===== src/rtl/irq_accept_pkg.sv =====
package irq_accept_pkg;

    localparam int LVL_W = 3;

    typedef logic [LVL_W-1:0] lvl_t;

    typedef enum logic [2:0] {
        SEQ_IDLE,
        SEQ_PUSH_SR,
        SEQ_PUSH_PC,
        SEQ_ACK,
        SEQ_VEC
    } seq_e;

    typedef struct packed {
        logic priv;
        lvl_t mask;
    } sr_t;

endpackage


===== src/rtl/irq_prio_gate.sv =====
module irq_prio_gate
    import irq_accept_pkg::*;
(
    input  logic clk,
    input  logic rst_n,
    input  lvl_t req_lvl_i,
    input  lvl_t mask_i,
    input  logic boundary_i,
    input  logic busy_i,
    input  logic block_i,
    output logic take_o,
    output lvl_t take_lvl_o
);

    localparam lvl_t TOP = '1;

    typedef struct packed {
        logic prev;
        logic pend;
    } gate_st_t;

    gate_st_t q, d;
    logic     top_edge;
    logic     window;
    logic     take_top;
    logic     take_norm;

    always_comb begin
        d         = q;
        top_edge  = (req_lvl_i == TOP) && !q.prev;
        window    = boundary_i && !busy_i && !block_i;
        d.prev    = (req_lvl_i == TOP);
        if (top_edge && !busy_i) begin
            d.pend = 1'b1;
        end
        take_top  = window && (q.pend || top_edge);
        take_norm = window && (req_lvl_i != '0) && (req_lvl_i != TOP)
                    && (req_lvl_i > mask_i);
        if (take_top) begin
            d.pend = 1'b0;
        end
        take_o     = take_top || take_norm;
        take_lvl_o = take_top ? TOP : req_lvl_i;
    end

    always_ff @(posedge clk) begin
        if (!rst_n) begin
            q <= '0;
        end else begin
            q <= d;
        end
    end

endmodule


===== src/rtl/irq_vec_calc.sv =====
module irq_vec_calc
    import irq_accept_pkg::*;
#(
    parameter int ADDR_W      = 32,
    parameter int VEC_W       = 8,
    parameter int ENTRY_BYTES = 4,
    parameter int AUTO_BASE   = 24
) (
    input  logic              auto_i,
    input  lvl_t              lvl_i,
    input  logic [VEC_W-1:0]  vnum_i,
    output logic [ADDR_W-1:0] addr_o
);

    localparam int ESH = $clog2(ENTRY_BYTES);

    logic [VEC_W-1:0] num;

    always_comb begin
        num    = auto_i ? (VEC_W'(AUTO_BASE) + VEC_W'(lvl_i)) : vnum_i;
        addr_o = ADDR_W'(num) << ESH;
    end

endmodule


===== src/rtl/irq_seq.sv =====
module irq_seq
    import irq_accept_pkg::*;
#(
    parameter int VEC_W = 8
) (
    input  logic             clk,
    input  logic             rst_n,
    input  logic             take_i,
    input  lvl_t             take_lvl_i,
    input  logic             autovec_i,
    input  logic             vec_valid_i,
    input  logic [VEC_W-1:0] vnum_i,
    output logic             busy_o,
    output logic             push_sr_o,
    output logic             push_pc_o,
    output logic             ack_o,
    output logic             vec_o,
    output lvl_t             lvl_o,
    output logic             auto_o,
    output logic [VEC_W-1:0] vnum_o
);

    typedef struct packed {
        seq_e             st;
        lvl_t             lvl;
        logic             auto_sel;
        logic [VEC_W-1:0] vnum;
    } seq_st_t;

    seq_st_t q, d;

    always_comb begin
        d = q;
        unique case (q.st)
            SEQ_IDLE: begin
                if (take_i) begin
                    d.st  = SEQ_PUSH_SR;
                    d.lvl = take_lvl_i;
                end
            end
            SEQ_PUSH_SR: d.st = SEQ_PUSH_PC;
            SEQ_PUSH_PC: d.st = SEQ_ACK;
            SEQ_ACK: begin
                if (autovec_i) begin
                    d.auto_sel = 1'b1;
                    d.st       = SEQ_VEC;
                end else if (vec_valid_i) begin
                    d.auto_sel = 1'b0;
                    d.vnum     = vnum_i;
                    d.st       = SEQ_VEC;
                end
            end
            SEQ_VEC: d.st = SEQ_IDLE;
            default: d.st = SEQ_IDLE;
        endcase
    end

    always_ff @(posedge clk) begin
        if (!rst_n) begin
            q.st       <= SEQ_IDLE;
            q.lvl      <= '0;
            q.auto_sel <= 1'b0;
            q.vnum     <= '0;
        end else begin
            q <= d;
        end
    end

    assign busy_o    = (q.st != SEQ_IDLE);
    assign push_sr_o = (q.st == SEQ_PUSH_SR);
    assign push_pc_o = (q.st == SEQ_PUSH_PC);
    assign ack_o     = (q.st == SEQ_ACK);
    assign vec_o     = (q.st == SEQ_VEC);
    assign lvl_o     = q.lvl;
    assign auto_o    = q.auto_sel;
    assign vnum_o    = q.vnum;

endmodule


===== src/rtl/irq_accept_unit.sv =====
module irq_accept_unit
    import irq_accept_pkg::*;
#(
    parameter int ADDR_W      = 32,
    parameter int DATA_W      = 16,
    parameter int VEC_W       = 8,
    parameter int ENTRY_BYTES = 4,
    parameter int AUTO_BASE   = 24
) (
    input  logic              clk,
    input  logic              rst_n,
    input  logic              boundary_i,
    input  logic [LVL_W-1:0]  req_lvl_i,
    input  logic              autovec_i,
    input  logic              vec_valid_i,
    input  logic [DATA_W-1:0] data_i,
    input  logic              rte_i,
    input  logic [LVL_W-1:0]  rte_mask_i,
    input  logic              rte_priv_i,
    output logic              busy_o,
    output logic              push_sr_o,
    output logic              push_pc_o,
    output logic [LVL_W-1:0]  saved_mask_o,
    output logic              saved_priv_o,
    output logic              ack_o,
    output logic [LVL_W-1:0]  ack_lvl_o,
    output logic              vec_strobe_o,
    output logic [ADDR_W-1:0] vec_addr_o,
    output logic [LVL_W-1:0]  mask_o,
    output logic              priv_o
);

    typedef struct packed {
        sr_t cur;
        sr_t saved;
    } stat_t;

    stat_t            q, d;
    logic             take;
    lvl_t             take_lvl;
    logic             seq_busy;
    logic             seq_auto;
    logic [VEC_W-1:0] seq_vnum;

    generate
        if (DATA_W > VEC_W) begin : g_hi_drop
            logic unused_hi;
            assign unused_hi = ^data_i[DATA_W-1:VEC_W];
        end
    endgenerate

    irq_prio_gate i_gate (
        .clk        (clk),
        .rst_n      (rst_n),
        .req_lvl_i  (req_lvl_i),
        .mask_i     (q.cur.mask),
        .boundary_i (boundary_i),
        .busy_i     (seq_busy),
        .block_i    (rte_i),
        .take_o     (take),
        .take_lvl_o (take_lvl)
    );

    irq_seq #(.VEC_W(VEC_W)) i_seq (
        .clk         (clk),
        .rst_n       (rst_n),
        .take_i      (take),
        .take_lvl_i  (take_lvl),
        .autovec_i   (autovec_i),
        .vec_valid_i (vec_valid_i),
        .vnum_i      (data_i[VEC_W-1:0]),
        .busy_o      (seq_busy),
        .push_sr_o   (push_sr_o),
        .push_pc_o   (push_pc_o),
        .ack_o       (ack_o),
        .vec_o       (vec_strobe_o),
        .lvl_o       (ack_lvl_o),
        .auto_o      (seq_auto),
        .vnum_o      (seq_vnum)
    );

    irq_vec_calc #(
        .ADDR_W      (ADDR_W),
        .VEC_W       (VEC_W),
        .ENTRY_BYTES (ENTRY_BYTES),
        .AUTO_BASE   (AUTO_BASE)
    ) i_vec (
        .auto_i (seq_auto),
        .lvl_i  (ack_lvl_o),
        .vnum_i (seq_vnum),
        .addr_o (vec_addr_o)
    );

    always_comb begin
        d = q;
        if (rte_i && !seq_busy) begin
            d.cur = {rte_priv_i, rte_mask_i};
        end else if (take) begin
            d.saved = q.cur;
            d.cur   = {1'b1, take_lvl};
        end
    end

    always_ff @(posedge clk) begin
        if (!rst_n) begin
            q.cur   <= {1'b1, {LVL_W{1'b1}}};
            q.saved <= {1'b1, {LVL_W{1'b1}}};
        end else begin
            q <= d;
        end
    end

    assign busy_o       = seq_busy;
    assign mask_o       = q.cur.mask;
    assign priv_o       = q.cur.priv;
    assign saved_mask_o = q.saved.mask;
    assign saved_priv_o = q.saved.priv;

endmodule


===== config.mk =====
export PLATFORM = sky130hd
export DESIGN_NAME = irq_accept_unit
export DESIGN_NICKNAME = d
export VERILOG_FILES = /design/src/rtl/irq_accept_pkg.sv /design/src/rtl/irq_prio_gate.sv /design/src/rtl/irq_vec_calc.sv /design/src/rtl/irq_seq.sv /design/src/rtl/irq_accept_unit.sv
export SDC_FILE = /design/constraint.sdc
export NUM_CORES = 1
export LEC_CHECK = 0
export BUFFER_PORTS_ARGS = -buffer_cell sky130_fd_sc_hd__buf_2
export CAP_MARGIN = 10
export CORE_AREA = 2 2 65 67
export DETAILED_ROUTE_END_ITERATION = 7
export DIE_AREA = 0 0 67 69
export GPL_TIMING_DRIVEN = 0
export HOLD_SLACK_MARGIN = 0.12
export PLACE_DENSITY_LB_ADDON = 0.15
export SLEW_MARGIN = 20
export SYNTH_ARGS = -nofsm -noshare
export SYNTH_HDL_FRONTEND = slang
export SYNTH_SLANG_ARGS = --single-unit

===== constraint.sdc =====
create_clock -name clk -period 2.6 [get_ports clk]
set_clock_uncertainty 0.15 [all_clocks]
set_input_delay 0.78 -clock clk [delete_from_list [all_inputs] [get_ports clk]]
set_output_delay 0.78 -clock clk [all_outputs]
set_load 0.01 [all_outputs]

After elaboration in Yosys (flattened, before gate mapping) --
Cells that the tools add are included.
Storage, ports and cells: bits in latches 0, memories 0, input bits 29, output and inout bits 48, bits in read-only memories 0, word-level logic and storage cells 58, bits in registers 25, memory bits (writable) 0
Cells by class: multiply operators 0, mux-type cells 10, reduce and logical (&&, ||, !) cells 25, shift operators 0, bitwise operators 3, equality and inequality tests 8, add/sub/neg operators 1, div/mod/pow operators 0, magnitude comparators 1
Operator list (number):
- two-way mux 8 bit | 2
- case mux 3 bit (4 select lines) | 1
- logical AND 1 bit | 9
- two-way mux 3 bit | 3
- two-way mux 9 bit | 1
- AND reduction 2 bit | 4
- adder 5 x 3 -> 6 bit (first input constant) | 1
- equality test 3 x 2 -> 1 bit (second input constant) | 2
- equality test 3 bit (second input constant) | 2
- two-way mux 6 bit | 1
- != test 3 bit (second input constant) | 2
- nonzero test 3 bit | 2
- two-way mux 4 bit | 1
- nonzero test 2 bit | 2
- equality test 3 x 1 -> 1 bit (second input constant) | 1
- greater-than comparator 3 bit | 1
- logical NOT 1 bit | 3
- logical NOT 3 bit | 1
- NOT 1 bit | 3
- AND reduction 3 bit | 1
- logical OR 1 bit | 2
- != test 2 bit (second input constant) | 1
- OR reduction 2 bit | 1
- two-way mux 1 bit | 1

Logic depth before layout (Yosys ltp) --
Gate-level depths: netlist of run 1.
depth in word-level cells 10, depth in mapped cells 8, depth with buffers taken out 7

Cells and area by module --
A second synthesis of run 1 with hierarchy kept.
Second synthesis, totals: cell total of the unflattened synthesis 183, area total of the unflattened synthesis 1554.0 sq um
Modules (own cells, without submodules):
- irq_seq | area each 732.0 sq um, cells an instance 85, sequential area each 300.3 sq um, times used 1
- irq_accept_unit | area each 369.1 sq um, cells an instance 37, sequential area each 160.2 sq um, times used 1
- irq_vec_calc | area each 256.5 sq um, cells an instance 33, sequential area each 0.0 sq um, times used 1
- irq_prio_gate | area each 196.4 sq um, cells an instance 28, sequential area each 40.0 sq um, times used 1

Least setup slack after synthesis of run 1 --
OpenSTA, ideal clock, no wires.
path kind in2reg, from input port req_lvl_i[1], to register q (netlist bit saved_mask_o[0]), data required time 2.321 ns, path slack 0.239 ns, stages 6, buffers on the path 1, arrival time 2.082 ns, library setup time 0.129 ns, cells stage by stage ha_1 a311o_1 o22ai_4 buf_6 mux2i_1 nand2_1
Between the ends: longest elaborated chain between the ends 6, elaborated cells between the ends (all ways) 12, those cells by class order compare: 1; eq/ne: 2; reduce/logical: 9
RTL lines:
- start: declaration | line irq_accept_unit.sv:13 | input logic [LVL_W-1:0] req_lvl_i,
- branches (longest 4 deep; another with greater-than comparator 3 bit)
- logical OR 1 bit * | line irq_prio_gate.sv:42 | take_o = take_top || take_norm;
- AND reduction 2 bit (no source line) *
- end: declaration | line irq_accept_unit.sv:38 | stat_t q, d;
Every way passes the cells marked *. A chain may end at the register's enable or synchronous reset.

Final worst setup path of run 1 --
from register i_seq.q (netlist bit i_seq.auto_o), to output port vec_addr_o[4]
Between the ends: longest elaborated chain between the ends 1
RTL lines:
- start: declaration | line irq_seq.sv:30 | seq_st_t q, d;
- two-way mux 8 bit | line irq_vec_calc.sv:20 | num = auto_i ? (VEC_W'(AUTO_BASE) + VEC_W'(lvl_i)) : vnum_i;
- end: declaration | line irq_accept_unit.sv:28 | output logic [ADDR_W-1:0] vec_addr_o,
Every way passes these cells.

==> results_dict.tcl, run 1 <==
set metrics [dict create \
    status "completed" \
    power.density_nw_per_um2 624 \
    crit_arrival_ps 1440 \
    yosys.area.top_type_share_pct 35.3 \
    crit_fanout 9 \
    synthesis.area_um2 1420 \
    vias 1122 \
    r2r_cells 7 \
    cts_resized 0 \
    ant_nets 0 \
    startpoint_type "flop" \
    cts-buffers-inserted 3 \
    synth-async-reset-ratio_pct 0 \
    power_w 0.00114 \
    cts_buffer_depth 2 \
    hold_path.startpoint "saved_mask_o[1]$_SDFFE_PN1P_" \
    min_period_over_period_pct 91.2 \
    cts_root_buffer "clkbuf_8" \
    hp-class "reg -> reg" \
    dp_hpwl_mm 2.11 \
    post-route-util_pct 46.8 \
    start_util_pct 36.3 \
    reg2reg_to "saved_mask_o[0]$_SDFFE_PN1P_" \
    whs_path_depth 2 \
    period_needed_ps 2370 \
    p_leak_nw 0.934 \
    critPathSlowestCell "mux2_2" \
    die_w_um 67 \
    synth_top_cell_by_area "dfxtp_1" \
    synthFlopType "dfxtp_1" \
    slew_viol_final 0 \
    grt_max_degree 16 \
    cpPeakStageDelay_ps 380 \
    viasPerCell 4.09 \
    port_buffers 43 \
    ir_drop_v 0.000453 \
    cts_setup_buffers 0 \
    n_antenna_cell 0 \
    syn_to_final_growth_pct 29.1 \
    drc 0 \
    die_area_um2 4620 \
    drt_wl_total_mm 2.76 \
    crit_chain "clkbuf_1 -> mux2_2 -> buf_2" \
    grt-ovfl-total 0 \
    drive_gt1_share_pct 38.8 \
    cts_hold_buf 0 \
    path_class "reg -> out" \
    rsz0062_at_grt "false" \
    ys_seq_area_share_pct 35.3 \
    fmax_ghz 0.422 \
    cts_tree "yes" \
    clk_latency_ps 270 \
    tns_ps 0 \
    postSynthAreaPerCell_um2 9.21 \
    finalSetupViolCount 0 \
    cap_violations 0 \
    grt_antenna_before_repair 0 \
    regToRegSetupSlack_ps 470 \
    synth_commonest_cells "27 x buf_4, 25 x dfxtp_1, 14 x nand2_1, 14 x nor2b_1, 13 x mux2i_1" \
    cts_htree_levels 1 \
    dr.pass1.iters 2 \
    die_h_um 69 \
    place_congestion 0.803 \
    synth_warnings 0 \
    io_pins 77 \
    reg2reg_from "mask_o[1]$_SDFFE_PN1P_" \
    clk_pin_slew_worst_paths_ps 90 \
    first_global_vias 1006 \
    drtIter0Drc 17 \
    synth_area_leaders "dfxtp_1 35%, buf_4 14%, mux2i_1 9.2%" \
    yosys_register_bits 25 \
    wl_per_cell_um 10.1 \
    synth.most_common_cell "buf_4" \
    grt_first_pass_wirelength_mm 4.44 \
    fp.coreArea_um2 3910 \
    cts.sinks 25 \
    end_kind "output pin" \
    hold_viol 0 \
    ys_types 37 \
    whs_endpoint "saved_mask_o[1]$_SDFFE_PN1P_" \
    netlist_instances 154 \
    num_rows 23 \
    fillers 421 \
    synth_edf_count 0 \
    worstPathRequired_ps 1670 \
    nets 257 \
    grtUsageTotal_pct 12.2 \
    whs_ps 325 \
]
-- per-layer routing --
layer	vias to the layer above	part of all wire [%]	GRT usage [%]
li1	606	-	-
met1	470	48	15.9
met2	42	43	18.9
met3	4	8.4	3.26
met4	0	1.4	4.76
met5	-	0	0
-- sequential cells by signal, summed over array words and instances (netlist names) --
| signal | count |
|---|---|
| i_gate.q | 2 |
| saved_priv_o | 1 |
| mask_o | 3 |
| i_seq.lvl_o | 3 |
| i_seq.auto_o | 1 |
| i_seq.vnum_o | 8 |
| i_seq.q | 3 |
| saved_mask_o | 3 |
| priv_o | 1 |
-- cells in the final DEF, fill, tap and decap left out, drive strengths merged, types with 3 or more instances in the layout --
cell / count
buf: 72
dfxtp: 25
conb: 24
nor2b: 14
nand2: 14
mux2i: 13
clkbuf: 8
inv: 5
o21ai: 5
nor2: 5
nor3b: 3
or2: 3
mux2: 3
o211ai: 3
ha: 3
-- logic make-up (layout without fill, tap and decap cells) --
kind of cell	after synthesis	after routing	share of synthesized area [%]
DFF	25	25	35.3
muxes	16	16	11.6
and+or+nand+nor	49	49	20.5
adders and majority gates	3	3	2.65
other	1	24	0.264
buffers and inverters	39	86	18.1
AOI/OAI and AO/OA	21	21	11.6
-- stage by stage --
step / instances / area [µm²] / setup WS [ps]
2_1_floorplan: 177 / 1510 / 239
3_3_place_gp: 270 / 1780 / -41.3
3_5_place_dp: 270 / 1780 / -33.8
4_1_cts: 274 / 1830 / 202
5_1_grt: 274 / 1830 / 132
6_report: 274 / 1830 / 229
-- final cells by class --
class                   count  area, µm²  share of cell area [%]
multi-input cells         113        748                    40.8
flip-flops and latches     25        500                    27.3
plain buffers              34        238                    13.0
repair buffers             43        215                    11.7
well taps                  50       62.6                    3.42
clock buffers               3       41.3                    2.25
inverters                   5       18.8                    1.02
clock inverters             1       7.51                   0.410
-- power breakdown --
| part | leakage [nW] | total [W] | internal [W] | switching (W) |
|---|---|---|---|---|
| combinational | 0.709 | 0.000412 | 0.000206 | 0.000206 |
| clock | 0.0217 | 0.000238 | 0.000109 | 0.000130 |
| sequential | 0.203 | 0.000493 | 0.000432 | 0.0000611 |
-- critical path, delay by kind of cell, from the launching register on --
kind | cells | cell delay [ps]
buffers and inverters | 2 | 480
muxes | 1 | 380
DFF | 1 | 310
-- how the worst max path moves through the flow --
stage | startpoint | cells after the start | end
finish | i_seq.auto_o$_SDFFE_PN0P_ | 3 | vec_addr_o[4]
global route | i_seq.auto_o$_SDFFE_PN0P_ | 3 | vec_addr_o[2]
CTS | i_seq.auto_o$_SDFFE_PN0P_ | 3 | vec_addr_o[2]
detailed placement | req_lvl_i[2] | 7 | saved_mask_o[0]$_SDFFE_PN1P_
global placement | req_lvl_i[1] | 7 | saved_mask_o[0]$_SDFFE_PN1P_
floorplan | req_lvl_i[1] | 6 | saved_mask_o[0]$_SDFFE_PN1P_
Power figures use the tool's default switching activity.
==> run 2, diff against run 1 <==
--- a/config.mk
+++ b/config.mk
@@ -7,13 +7,14 @@
 export LEC_CHECK = 0
 export BUFFER_PORTS_ARGS = -buffer_cell sky130_fd_sc_hd__buf_2
 export CAP_MARGIN = 10
-export CORE_AREA = 2 2 65 67
+export CORE_AREA = 2 2 68 70
 export DETAILED_ROUTE_END_ITERATION = 7
-export DIE_AREA = 0 0 67 69
+export DIE_AREA = 0 0 70 72
 export GPL_TIMING_DRIVEN = 0
 export HOLD_SLACK_MARGIN = 0.12
 export PLACE_DENSITY_LB_ADDON = 0.15
 export SLEW_MARGIN = 20
 export SYNTH_ARGS = -nofsm -noshare
 export SYNTH_HDL_FRONTEND = slang
+export SYNTH_HIERARCHICAL = 1
 export SYNTH_SLANG_ARGS = --single-unit
==> run 2 against run 1 <==
Against the previous run:
- critical path depth is 4 higher
- setup slack worse by 37 ps
- count of clock-buffer cells in the layout did not move
- clock power about the same
- register-to-register slack worse by 280 ps
- worst hold slack got worse by 23 ps
- final area grew 8.3%
- non-clock buffer count up 12
- synthesized cell count grew 19%
- sequential cell count unchanged
- via count grew 15%
- combinational power decreased by 51%
- largest cell class unchanged
==> results_dict.tcl, run 2 <==
set metrics [dict create \
    first_global_vias 1165 \
    whs_endpoint "i_seq/lvl_o[0]$_SDFFE_PN0P_" \
    die_h_um 72 \
    clk_pin_slew_worst_paths_ps 90 \
    end_kind "flop" \
    die_area_um2 5040 \
    grtUsageTotal_pct 12.0 \
    synth_edf_count 0 \
    drtIter0Drc 40 \
    clk_latency_ps 270 \
    crit_arrival_ps 2410 \
    drive_gt1_share_pct 41.3 \
    r2r_cells 7 \
    cts.sinks 25 \
    synth_top_cell_by_area "dfxtp_1" \
    cts_tree "yes" \
    register_area_um2 500 \
    synth_warnings 6 \
    layout.cells.non_filler 306 \
    power_w 0.000845 \
    cap_violations 0 \
    synthFlopType "dfxtp_1" \
    reg2reg_to "mask_o[2]$_SDFFE_PN1P_" \
    synth-async-reset-ratio_pct 0 \
    layout_common_cells "48 x buf_2, 36 x buf_4, 25 x dfxtp_1" \
    cts_buffer_depth 2 \
    regToRegSetupSlack_ps 190 \
    tns_ps 0 \
    wl_per_cell_um 9.83 \
    ant_nets 0 \
    cts_htree_levels 1 \
    cts_root_buffer "clkbuf_8" \
    ys_seq_area_share_pct 32.2 \
    postSynthAreaPerCell_um2 8.49 \
    multi_input_area_um2 791 \
    status "completed" \
    finalSetupViolCount 0 \
    hold_path.startpoint "i_seq/lvl_o[0]$_SDFFE_PN0P_" \
    vias 1293 \
    grt-ovfl-total 0 \
    dr.pass1.iters 4 \
    yosys.area.top_type_share_pct 32.2 \
    whs_path_depth 2 \
    grt_first_pass_wirelength_mm 5.02 \
    start_util_pct 36.4 \
    period_needed_ps 2410 \
    reg2reg_from "i_seq/q[12]$_SDFFE_PN0P_" \
    drc 0 \
    worstPathRequired_ps 2600 \
    path_class "reg -> reg" \
    hold_viol 0 \
    fillers 447 \
    grt_antenna_before_repair 0 \
    cts-buffers-inserted 3 \
    largest_reg_flops 8 \
    drt_wl_total_mm 3.01 \
    place_congestion 0.767 \
    p_leak_nw 1.04 \
    n_antenna_cell 0 \
    die_w_um 70 \
    netlist_instances 183 \
    min_period_over_period_pct 92.6 \
    syn_to_final_growth_pct 27.6 \
    ys_types 34 \
    synth.most_common_cell "buf_4" \
    numPlacedInstances 302 \
    crit_fanout 9 \
    num_rows 24 \
    port_buffers 44 \
    slew_viol_final 0 \
    nets 287 \
    dp_hpwl_mm 2.38 \
    power.density_nw_per_um2 426 \
    layout_commonest_cell "buf_2" \
    cts_setup_buffers 0 \
    synthesis.area_um2 1550 \
    rsz0062_at_grt "false" \
    io_pins 77 \
    yosys_register_bits 25 \
    viasPerCell 4.23 \
    fmax_ghz 0.415 \
    grt_max_degree 16 \
    ir_drop_v 0.000212 \
    whs_ps 302 \
    synth_commonest_cells "36 x buf_4, 25 x dfxtp_1, 23 x nand2_1" \
    synth_area_leaders "dfxtp_1 32%, buf_4 17%, mux2i_1 7.1%" \
    fp.coreArea_um2 4260 \
    hp-class "reg -> reg" \
    startpoint_type "flop" \
]
-- run 2: cell types whose count changed after synthesis, sizes merged, moves of 3 or more --
cell	delta
nand2b	+4
nand3	+7
nand2	+9
a31oi	+5
nor3b	+4
nor2b	-14
buf	+13
inv	+4
and2b	+3
-- run 2: critical path, cell delays in order, from the launching register on --
cell and delay, ps:
dfxtp_1 310, buf_2 170, or3_1 430, or3b_1 450, a21oi_1 240, buf_4 230, mux2i_1 210, a31oi_1 90
-- run 2: worst max path at each step --
stage,start,end,slack [ps]
floorplan,req_lvl_i[2],i_seq/lvl_o[0]$_SDFFE_PN0P_,270
global placement,req_lvl_i[2],i_seq/lvl_o[2]$_SDFFE_PN0P_,-120
detailed placement,req_lvl_i[2],i_seq/lvl_o[2]$_SDFFE_PN0P_,-110
CTS,i_seq/q[12]$_SDFFE_PN0P_,i_seq/lvl_o[0]$_SDFFE_PN0P_,90
global route,i_seq/q[12]$_SDFFE_PN0P_,i_seq/lvl_o[1]$_SDFFE_PN0P_,30
finish,i_seq/q[12]$_SDFFE_PN0P_,mask_o[2]$_SDFFE_PN1P_,190
-- run 2: repair_timing --
item	CTS	global route
hold buffers	0	0
resized for setup	0	1
setup endpoints to repair	0	3
-- run 2: cells by family (layout without fill, tap and decap cells) --
logic type	after synthesis	after routing	share of synthesized area, %
AO/OA/AOI/OAI	22	22	8.78
adder cells (fa/ha/maj)	3	3	2.42
buffers and inverters	54	102	23.0
flip-flops	25	25	32.2
multiplexers	14	14	9.26
other	1	24	0.241
AND/OR/NAND/NOR	64	64	24.1
-- run 2: per-stage QoR --
step,cell area (µm²),setup slack [ps],utilization (%)
4_1_cts,1970,91.0,46.3
3_3_place_gp,1930,-115,45.2
6_report,1980,192,46.5
2_1_floorplan,1640,271,-
5_1_grt,1980,34.3,46.5
3_5_place_dp,1930,-110,45.2
-- run 2: power by group --
part           total, W  internal (W)  switching [W]
sequential     0.000407      0.000398     0.00000898
clock          0.000238      0.000109       0.000129
combinational  0.000201     0.0000962       0.000104
-- run 2: per-layer routing --
layer	track usage [%]	routed length [µm]	share of wire (%)	up-vias
li1	-	-	-	695
met1	15.6	1410	47	555
met2	19.8	1380	46	39
met3	1.53	169	5.6	4
met4	5.77	53	1.8	0
met5	0	0	0	-
-- run 2: area by class of cell --
type                            instances  area share, %
Multi-Input combinational cell        127           39.9
Clock inverter                          1          0.379
Buffer                                 45           16.3
Tap cell                               52           3.28
Sequential cell                        25           25.2
Clock buffer                            3           2.08
Inverter                                9           1.70
Timing Repair Buffer                   44           11.1
==> run 3, diff against run 2 <==
--- a/config.mk
+++ b/config.mk
@@ -5,14 +5,17 @@
 export SDC_FILE = /design/constraint.sdc
 export NUM_CORES = 1
 export LEC_CHECK = 0
+export ABC_AREA = 1
 export BUFFER_PORTS_ARGS = -buffer_cell sky130_fd_sc_hd__buf_2
 export CAP_MARGIN = 10
-export CORE_AREA = 2 2 68 70
+export CORE_AREA = 2 2 71 73
+export CTS_CLUSTER_SIZE = 30
 export DETAILED_ROUTE_END_ITERATION = 7
-export DIE_AREA = 0 0 70 72
+export DIE_AREA = 0 0 73 75
 export GPL_TIMING_DRIVEN = 0
 export HOLD_SLACK_MARGIN = 0.12
 export PLACE_DENSITY_LB_ADDON = 0.15
+export REMOVE_ABC_BUFFERS = 1
 export SLEW_MARGIN = 20
 export SYNTH_ARGS = -nofsm -noshare
 export SYNTH_HDL_FRONTEND = slang
==> run 3 against run 2 <==
Against the previous run:
- global-route usage down 0.36 points
- area after synthesis increased by 7.4%
- sequential cell count unchanged
- highest routed layer unchanged
- synthesized cell count increased by 30%
- critical endpoint is now ack_o
- combinational power is 4% lower
- total power up 0.71%
- largest cell class unchanged
- via count increased by 8.3%
- cell count grew 4.6%
- non-clock buffer count fell by 45
- largest power group unchanged
- final area is 12% lower
- count of clock-buffer cells in the layout unchanged
==> results_dict.tcl, run 3 <==
set metrics [dict create \
    power.density_nw_per_um2 488 \
    synthFlopType "dfxtp_1" \
    hp-class "reg -> reg" \
    layout_common_cells "51 x nand2_1, 44 x buf_2, 27 x inv_1" \
    grtUsageTotal_pct 11.6 \
    synth_commonest_cells "51 x nand2_1, 36 x buf_4, 27 x inv_1" \
    netlist_instances 238 \
    status "completed" \
    tns_ps 0 \
    end_kind "output pin" \
    synth_warnings 6 \
    cts_htree_levels 1 \
    die_w_um 73 \
    path_class "reg -> out" \
    crit_fanout 20 \
    largest_reg_flops 8 \
    grt_first_pass_wirelength_mm 5.16 \
    synth_edf_count 0 \
    crit_chain "nand2_2 -> nor2_4 -> buf_2" \
    timing.slew.headroom_pct 56.7 \
    ys_types 23 \
    place_congestion 0.755 \
    die_h_um 75 \
    vias 1400 \
    hold_viol 0 \
    nets 299 \
    finalSetupViolCount 0 \
    grt_max_degree 22 \
    critPathSlowestCell "dfxtp_1" \
    drc 0 \
    startpoint_type "flop" \
    cpPeakStageDelay_ps 440 \
    cts_root_buffer "clkbuf_8" \
    port_buffers 44 \
    yosys.area.top_type_share_pct 30.0 \
    slew_viol_final 0 \
    viasPerCell 4.38 \
    first_global_vias 1191 \
    numPlacedInstances 316 \
    io_pins 77 \
    synth_top_cell_by_area "dfxtp_1" \
    fp.coreArea_um2 4660 \
    min_period_over_period_pct 89.0 \
    syn_to_final_growth_pct 4.50 \
    die_area_um2 5480 \
    rsz0062_at_grt "false" \
    cts_resized 0 \
    drive_gt1_share_pct 22.9 \
    layout.cells.non_filler 320 \
    ys_seq_area_share_pct 30.0 \
    synthesis.area_um2 1670 \
    postSynthAreaPerCell_um2 7.01 \
    synth_area_leaders "dfxtp_1 30%, buf_4 16%, nand2_1 11%" \
    cts_tree "yes" \
    worstPathRequired_ps 1670 \
    synth.most_common_cell "nand2_1" \
    cts.sinks 25 \
    cts_setup_buffers 0 \
    crit_arrival_ps 1380 \
    num_rows 25 \
    cap_violations 0 \
    drtIter0Drc 40 \
    wl_per_cell_um 9.78 \
    power_w 0.000851 \
    clk_pin_slew_worst_paths_ps 90 \
    start_util_pct 35.8 \
    grt_antenna_before_repair 0 \
    yosys_register_bits 25 \
    ant_nets 0 \
    ir_drop_v 0.000328 \
    layout_commonest_cell "nand2_1" \
    grt-ovfl-total 0 \
    synth-async-reset-ratio_pct 0 \
    cts_buffer_depth 2 \
    clk_latency_ps 270 \
    crit_buf_inv 1 \
    fmax_ghz 0.432 \
    p_leak_nw 0.953 \
    cts-buffers-inserted 3 \
    crit_family "simple AND/OR/NAND/NOR gates" \
    cts_hold_buf 0 \
    period_needed_ps 2310 \
    n_antenna_cell 0 \
    drt_wl_total_mm 3.13 \
    tightest_slew_ps 649 \
    dr.pass1.iters 4 \
    dp_hpwl_mm 2.41 \
]
[run 3: power by group]
part | internal [W] | total, W | switching [W]
Combinational | 0.0000697 | 0.000193 | 0.000124
Clock | 0.000109 | 0.000239 | 0.000130
Sequential | 0.000402 | 0.000419 | 0.0000176
Total | 0.000580 | 0.000851 | 0.000271
[run 3: cells by family after synthesis]
kind of cell / count (synthesis) / share of synthesized area (%)
simple gates: 123 / 35.2
buf+inv: 71 / 27.1
compound gates: 15 / 5.25
fa+ha+maj: 3 / 2.25
other cells: 1 / 0.225
flops: 25 / 30.0
[run 3: final timing paths]
| path | start | slack, ps | end | cells after the start |
|---|---|---|---|---|
| min | saved_mask_o[0]$_SDFFE_PN1P_ | 310 | saved_mask_o[0]$_SDFFE_PN1P_ | 2 |
| min reg2reg | saved_mask_o[0]$_SDFFE_PN1P_ | 310 | saved_mask_o[0]$_SDFFE_PN1P_ | 2 |
| max reg2reg | i_seq/q[12]$_SDFFE_PN0P_ | 350 | mask_o[0]$_SDFFE_PN1P_ | 9 |
| max | i_seq/q[13]$_SDFFE_PN0P_ | 290 | ack_o | 3 |
[run 3: stage by stage]
stage | cell area [µm²] | setup WS [ps] | util [%] | hold WS [ps]
after detailed placement | 1700 | 114 | 36.4 | 290
final | 1740 | 286 | 37.4 | 308
after global routing | 1740 | 99.1 | 37.4 | 336
after global placement | 1700 | 74.8 | 36.4 | 291
after CTS | 1740 | 267 | 37.4 | 315
after floorplan | 1410 | 478 | - | 294
[run 3: cell type report]
type | instances | area, µm²
inverter | 28 | 105
timing repair buffer | 44 | 220
clock buffer | 3 | 41.3
multi-input combinational | 165 | 802
fill | 524 | 2920
sequential | 25 | 500
clock inverter | 1 | 7.51
tap | 54 | 67.6
[run 3: worst register-to-register path, stage by stage, from the launching register on]
cell	delay (ps)
dfxtp_1	370
nor2_1	280
nand2_1	160
inv_1	100
nand3_1	100
o21bai_2	230
nand2_1	350
inv_1	180
nand3_1	120
nand3_1	80
[run 3: routing by layer]
metal | GRT usage [%] | up-vias | wire, µm
li1 | - | 740 | -
met1 | 15.3 | 617 | 1550
met2 | 20.1 | 41 | 1410
met3 | 2.81 | 2 | 154
met4 | 1.23 | 0 | 13
met5 | 0 | - | 0
